**config.mk**
```make
export PLATFORM = sky130hd
export DESIGN_NAME = ledr_serial_link
export DESIGN_NICKNAME = d
export VERILOG_FILES = /design/src/rtl/ledr_pkg.sv /design/src/rtl/ledr_ack_sync.sv /design/src/rtl/ledr_tx.sv /design/src/rtl/ledr_rx.sv /design/src/rtl/ledr_serial_link.sv
export SDC_FILE = /design/constraint.sdc
export NUM_CORES = 1
export LEC_CHECK = 0
export ABC_AREA = 1
export BUFFER_PORTS_ARGS = -buffer_cell sky130_fd_sc_hd__buf_2
export CORE_ASPECT_RATIO = 1.2
export CORE_MARGIN = 1.5
export CORE_UTILIZATION = 57
export DETAILED_ROUTE_END_ITERATION = 16
export GPL_TIMING_DRIVEN = 0
export PLACE_DENSITY = 0.86
export SLEW_MARGIN = 25
export SYNTH_ARGS = -nofsm -noshare
export SYNTH_HDL_FRONTEND = slang
export SYNTH_SLANG_ARGS = --single-unit
export TNS_END_PERCENT = 20
```
**constraint.sdc**
```tcl
create_clock -name clk -period 1.59 [get_ports clk]
set_input_delay 0.318 -clock clk [delete_from_list [all_inputs] [get_ports clk]]
set_output_delay 0.318 -clock clk [all_outputs]
set_load 0.05 [all_outputs]
```
**src/rtl/ledr_pkg.sv**
```systemverilog
package ledr_pkg;

    typedef enum logic [1:0] {
        TX_IDLE     = 2'd0,
        TX_SHIFT    = 2'd1,
        TX_WAIT_ACK = 2'd2
    } tx_state_t;

    typedef enum logic [1:0] {
        RX_HUNT   = 2'd0,
        RX_GATHER = 2'd1,
        RX_EMIT   = 2'd2
    } rx_state_t;

endpackage

```
**src/rtl/ledr_ack_sync.sv**
```systemverilog
module ledr_ack_sync #(
    parameter int STAGES = 2
) (
    input  logic clk,
    input  logic rst_n,
    input  logic async_in,
    output logic sync_out
);
    logic [STAGES-1:0] chain_q;

    generate
        if (STAGES == 1) begin : g_single
            always_ff @(posedge clk or negedge rst_n) begin
                if (!rst_n) chain_q <= '0;
                else        chain_q <= async_in;
            end
        end else begin : g_multi
            always_ff @(posedge clk or negedge rst_n) begin
                if (!rst_n) chain_q <= '0;
                else        chain_q <= {chain_q[STAGES-2:0], async_in};
            end
        end
    endgenerate

    assign sync_out = chain_q[STAGES-1];
endmodule

```
**src/rtl/ledr_tx.sv**
```systemverilog
module ledr_tx
    import ledr_pkg::*;
#(
    parameter int WIDTH = 8
) (
    input  logic             clk,
    input  logic             rst_n,
    input  logic             start,
    input  logic [WIDTH-1:0] word,
    input  logic             ack_sync,
    output logic             ready,
    output logic             wire_s,
    output logic             wire_p
);
    localparam int CW = $clog2(WIDTH + 1);
    localparam logic [CW-1:0] LAST = CW'(WIDTH - 1);

    tx_state_t        state_q, state_d;
    logic [WIDTH-1:0] shreg_q;
    logic [CW-1:0]    cnt_q;
    logic             ack_seen_q;
    logic             s_q, p_q;
    logic             cur_bit;

    assign cur_bit = shreg_q[WIDTH-1];

    // state register
    always_ff @(posedge clk or negedge rst_n) begin
        if (!rst_n) state_q <= TX_IDLE;
        else        state_q <= state_d;
    end

    // next state and outputs
    always_comb begin
        state_d = state_q;
        ready   = 1'b0;
        unique case (state_q)
            TX_IDLE: begin
                ready = 1'b1;
                if (start) state_d = TX_SHIFT;
            end
            TX_SHIFT: begin
                if (cnt_q == LAST) state_d = TX_WAIT_ACK;
            end
            TX_WAIT_ACK: begin
                if (ack_sync != ack_seen_q) state_d = TX_IDLE;
            end
            default: state_d = TX_IDLE;
        endcase
    end

    // datapath
    always_ff @(posedge clk or negedge rst_n) begin
        if (!rst_n) begin
            shreg_q    <= '0;
            cnt_q      <= '0;
            ack_seen_q <= 1'b0;
            s_q        <= 1'b0;
            p_q        <= 1'b0;
        end else begin
            unique case (state_q)
                TX_IDLE: begin
                    if (start) begin
                        shreg_q <= word;
                        cnt_q   <= '0;
                    end
                end
                TX_SHIFT: begin
                    s_q     <= cur_bit;
                    if (cur_bit == s_q) p_q <= ~p_q;
                    shreg_q <= {shreg_q[WIDTH-2:0], 1'b0};
                    cnt_q   <= cnt_q + 1'b1;
                end
                TX_WAIT_ACK: begin
                    if (ack_sync != ack_seen_q) ack_seen_q <= ack_sync;
                end
                default: ;
            endcase
        end
    end

    assign wire_s = s_q;
    assign wire_p = p_q;

    // a shift step moves exactly one wire
    p_one_edge_r2: assert property (@(posedge clk) disable iff (!rst_n)
        (state_q == TX_SHIFT) |=> ($countones({s_q, p_q} ^ $past({s_q, p_q})) == 1));

    // wires stay quiet outside shifting
    p_quiet_wires_r2: assert property (@(posedge clk) disable iff (!rst_n)
        (state_q != TX_SHIFT) |=> ($stable(s_q) && $stable(p_q)));

    // a word in flight is not reloaded
    p_no_reload_r7: assert property (@(posedge clk) disable iff (!rst_n)
        (state_q == TX_SHIFT && start) |=> (state_q != TX_IDLE));

    // sender leaves the wait only on an acknowledge change
    p_wait_on_ack_r6: assert property (@(posedge clk) disable iff (!rst_n)
        (state_q == TX_WAIT_ACK && ack_sync == ack_seen_q) |=> (state_q == TX_WAIT_ACK));
endmodule

```
**src/rtl/ledr_rx.sv**
```systemverilog
module ledr_rx
    import ledr_pkg::*;
#(
    parameter int WIDTH = 8
) (
    input  logic             clk,
    input  logic             rst_n,
    input  logic             wire_s,
    input  logic             wire_p,
    output logic [WIDTH-1:0] word,
    output logic             valid,
    output logic             ack
);
    localparam int CW = $clog2(WIDTH + 1);
    localparam logic [CW-1:0] LAST = CW'(WIDTH - 1);

    rx_state_t        state_q, state_d;
    logic             par_q;
    logic [WIDTH-1:0] asm_q;
    logic [WIDTH-1:0] word_q;
    logic [CW-1:0]    cnt_q;
    logic             ack_q;
    logic             fresh;

    assign fresh = ((wire_s ^ wire_p) != par_q);

    // state register
    always_ff @(posedge clk or negedge rst_n) begin
        if (!rst_n) state_q <= RX_HUNT;
        else        state_q <= state_d;
    end

    // next state and outputs
    always_comb begin
        state_d = state_q;
        valid   = 1'b0;
        unique case (state_q)
            RX_HUNT: begin
                if (fresh) state_d = RX_GATHER;
            end
            RX_GATHER: begin
                if (fresh && cnt_q == LAST) state_d = RX_EMIT;
            end
            RX_EMIT: begin
                valid   = 1'b1;
                state_d = RX_HUNT;
            end
            default: state_d = RX_HUNT;
        endcase
    end

    // datapath
    always_ff @(posedge clk or negedge rst_n) begin
        if (!rst_n) begin
            par_q  <= 1'b0;
            asm_q  <= '0;
            word_q <= '0;
            cnt_q  <= '0;
            ack_q  <= 1'b0;
        end else begin
            if (fresh) begin
                par_q <= wire_s ^ wire_p;
                asm_q <= {asm_q[WIDTH-2:0], wire_s};
                if (cnt_q == LAST) begin
                    cnt_q  <= '0;
                    word_q <= {asm_q[WIDTH-2:0], wire_s};
                end else begin
                    cnt_q <= cnt_q + 1'b1;
                end
            end
            if (state_q == RX_EMIT) ack_q <= ~ack_q;
        end
    end

    assign word = word_q;
    assign ack  = ack_q;

    // strobe lasts a single cycle
    p_valid_pulse_r8: assert property (@(posedge clk) disable iff (!rst_n)
        valid |=> !valid);

    // acknowledge changes only right after a delivered word
    p_ack_per_word_r6: assert property (@(posedge clk) disable iff (!rst_n)
        (ack_q != $past(ack_q)) |-> $past(valid));

    // delivered word is held while no bit arrives
    p_word_hold_r4: assert property (@(posedge clk) disable iff (!rst_n)
        (valid && !fresh) |=> $stable(word_q));
endmodule

```
**src/rtl/ledr_serial_link.sv**
```systemverilog
module ledr_serial_link #(
    parameter int WIDTH       = 8,
    parameter int SYNC_STAGES = 2
) (
    input  logic             clk,
    input  logic             rst_n,
    input  logic             tx_start,
    input  logic [WIDTH-1:0] tx_word,
    output logic             tx_ready,
    output logic             line_state,
    output logic             line_phase,
    output logic [WIDTH-1:0] rx_word,
    output logic             rx_valid
);
    logic ack_rx;
    logic ack_tx;

    ledr_tx #(.WIDTH(WIDTH)) u_tx (
        .clk      (clk),
        .rst_n    (rst_n),
        .start    (tx_start),
        .word     (tx_word),
        .ack_sync (ack_tx),
        .ready    (tx_ready),
        .wire_s   (line_state),
        .wire_p   (line_phase)
    );

    ledr_rx #(.WIDTH(WIDTH)) u_rx (
        .clk    (clk),
        .rst_n  (rst_n),
        .wire_s (line_state),
        .wire_p (line_phase),
        .word   (rx_word),
        .valid  (rx_valid),
        .ack    (ack_rx)
    );

    ledr_ack_sync #(.STAGES(SYNC_STAGES)) u_sync (
        .clk      (clk),
        .rst_n    (rst_n),
        .async_in (ack_rx),
        .sync_out (ack_tx)
    );
endmodule

```
==> impl_metrics.py <==
metrics = {
    "outcome": {
        "status": "finished, final reports clean",
    },
    "logic_synthesis": {
        "yosysTopAreaCellShare_pct": 55.0,
        "seq_area_frac_synth_pct": 55.0,
        "yosysWarnings": 0,
        "synth_simple_gate_area_share_pct": 30.4,
        "yosysUniqueCellTypes": 26,
        "yosysTopAreaCell": "dfrtp_1",
        "synthMuxAreaShare_pct": 0,
        "synth-xor-area-share_pct": 1.83,
        "synthTopCellsByCount": "74 x nand2_1, 42 x dfrtp_1, 16 x inv_1",
        "yosysMostFrequentCell": "nand2_1",
        "syn-instance-count": 209,
        "async_flop_share_pct": 100,
        "syn-num-nets": 222,
        "ys_ff_latch": 42,
        "synth_edf_count": 0,
        "avgSynthCellArea_um2": 9.15,
        "synth_ff_type": "dfrtp_1",
        "ys_top_cells_by_area": "dfrtp_1 55%, nand2_1 15%, nand3_2 4.2%",
        "synth-compound-area-share_pct": 5.24,
        "synth_top_family_by_area": "simple AND/OR/NAND/NOR gates",
        "synthAdderAreaFrac_pct": 1.31,
        "syn_area_um2": 1910,
    },
    "sta": {
        "timing.fmax_mhz": 672,
        "timing.setup.tns_ns": 0,
        "rsz0062_at_grt": "no",
        "setup-violations-final": 0,
        "period_minus_slack_ns": 1.49,
        "worst_pin_slew_ns": 0.521,
        "hold_viol_final": 0,
        "finalCritPeriodShare_pct": 93.6,
        "slew_violations": 0,
        "slew-limit-headroom_pct": 65.2,
        "skew_ns": 0.0144,
    },
    "detailed_routing": {
        "drc": 0,
        "via_per_inst": 5.09,
        "firstDrtPassIters": 4,
        "drtIter0Drc": 88,
        "wirelength_mm": 3.34,
        "routedWlPerCell_um": 12.1,
        "ant_nets": 0,
        "vias": 1406,
    },
    "setup_path": {
        "crit_arrival_ns": 1.17,
        "criticalPathCategory": "register to output pin",
        "start_kind": "register",
        "required_ns": 1.27,
        "end_kind": "output pin",
        "crit_path_max_fanout": 5,
    },
    "clock_network": {
        "tritoncts": "built",
        "cts.clk_slew.worst_paths_ns": 0.12,
        "cts_max_path_buffers": 2,
        "postCtsSetupRepairBufs": 0,
        "clk_latency_ns": 0.35,
        "clock_sink_count": 42,
        "clock-root-buffer": "clkbuf_4",
        "htreeDepth": 2,
        "cts-buffers-inserted": 5,
    },
    "floorplanning": {
        "io_pins": 23,
        "fp.dieArea_um2": 3710,
        "rows": 22,
        "die_y_um": 66.4,
        "die_w_um": 55.9,
        "start_util_pct": 60.9,
        "core_um2": 3140,
    },
    "job": {
        "max_cap_violations": 0,
    },
    "global_routing": {
        "grt_pass1_vias": 1393,
        "grt_start_max_net_pins": 43,
        "grt_antenna_before_repair": 0,
        "grt_pass1_wl_mm": 5.90,
        "grt_use_total_pct": 20.9,
        "gr-total-overflow": 0,
    },
    "cells_and_area": {
        "n_fill_cell": 262,
        "antenna_cells": 0,
        "area_delta_synth_final_pct": 13.5,
        "finalNetCount": 252,
        "drive_above_1_share_pct": 25.8,
    },
    "pwr": {
        "pwr-share-seq_pct": 38.0,
        "switching_share_pct": 45.6,
        "powerDensity_nw_per_um2": 2220,
        "comb_power_share_pct": 48.3,
        "clkPwrFrac_pct": 13.7,
        "total_power_mw": 4.82,
        "p_switching_mw": 2.20,
        "leakagePower_nw": 1.14,
        "p_int_mw": 2.62,
        "vdd_drop_max_mv": 1.80,
    },
    "placed_design": {
        "gp_congestion": 0.780,
        "port_buffers": 22,
        "dp_hpwl_mm": 2.35,
    },
    "min_path": {
        "hp-class": "input port to register",
    },
}
## final timing paths
check	start	end	slack, ns	cells past startpoint
max in group asynchronous	rst_n	u_rx.par_q	0.75	2
max reg2reg	u_rx.cnt_q[0]	u_rx.word[1]	0.22	7
min reg2reg	u_sync.chain_q[0]	u_sync.chain_q[1]	0.37	0
min in group asynchronous	rst_n	u_tx.state_q[0]	0.47	2
min	tx_word[2]	u_tx.shreg_q[2]	0.18	3
max	u_tx.state_q[0]	tx_ready	0.10	2
## metrics by stage
stage / instance area (µm²) / util, % / hold WS (ns) / instances / setup slack, ns
floorplan: 1910 / - / 0.0224 / 209 / 0.0788
global placement: 2070 / 65.9 / 0.335 / 267 / 0.255
detailed placement: 2070 / 65.9 / 0.347 / 267 / 0.223
CTS: 2150 / 68.4 / 0.0983 / 275 / 0.0144
global route: 2170 / 69.1 / 0.158 / 276 / 0.0226
finish: 2170 / 69.1 / 0.181 / 276 / 0.101
## layout make-up
| type | count | area [µm²] | area share [%] |
|---|---|---|---|
| repair buffers | 23 | 131 | 6.06 |
| flip-flops and latches | 42 | 1050 | 48.5 |
| multi-input cells | 143 | 747 | 34.4 |
| inverters | 20 | 75.1 | 3.46 |
| plain buffers | 4 | 43.8 | 2.02 |
| well taps | 36 | 45.0 | 2.08 |
| clock inverters | 1 | 30.0 | 1.38 |
| clock buffers | 7 | 45.0 | 2.08 |
## layer usage
layer  vias to the layer above  share of wire, %  track usage [%]
li1                        718                 -                -
met1                       658                44             24.0
met2                        24                50             36.3
met3                         6               4.3             6.46
met4                         0               1.6             9.23
met5                         -                 0                0
## power by group through the flow
stage	registers, mW	clock network [mW]	logic, mW
after CTS	1.83	0.687	2.35
after detailed placement	1.84	0	2.33
after floorplan	2.10	0	1.58
final	1.83	0.661	2.33
after global placement	1.83	0	2.26
after global routing	1.89	0.734	2.59
## timing repair
| item | CTS | global route |
|---|---|---|
| hold buffers | 0 | 1 |
| endpoints found under the setup margin | 1 | 2 |
| hold endpoints to repair | 0 | 42 |
| gates resized for setup | 1 | 5 |
## sequential cells by signal, indices dropped and copies added, names as in the netlist
name / count
u_rx.ack: 1
u_rx.asm_q: 7
u_rx.cnt_q: 4
u_rx.par_q: 1
u_rx.state_q: 2
u_rx.word: 8
u_sync.chain_q: 2
u_tx.ack_seen_q: 1
u_tx.cnt_q: 4
u_tx.shreg_q: 8
u_tx.state_q: 2
u_tx.wire_p: 1
u_tx.wire_s: 1
## worst max-delay path, cell delays in order, from the launching register on
cell and delay [ns]:
dfrtp_2 0.46, nor2_2 0.15, buf_4 0.21
## cell families (layout without fill, tap and decap cells)
group | after synthesis | count (layout)
simple gates | 121 | 121
flops | 42 | 42
buf+inv | 24 | 55
compound gates | 16 | 16
xor+xnor | 4 | 4
fa+ha+maj | 2 | 2
## placed cells by master (no fill, tap or decap), drive strengths merged
| cell type | count |
|---|---|
| nand2 | 83 |
| dfrtp | 42 |
| buf | 26 |
| nand3 | 22 |
| inv | 20 |
| nor2 | 12 |
| o21ai | 12 |
| clkbuf | 7 |
| xor2 | 3 |
| o211ai | 2 |
| a21oi | 2 |
| nand4 | 2 |
| ha | 2 |
| xnor2 | 1 |
| nand3b | 1 |
| or2 | 1 |
| bufinv | 1 |
| dlygate4sd3 | 1 |
Note: power is estimated with default switching activity, not from simulation.
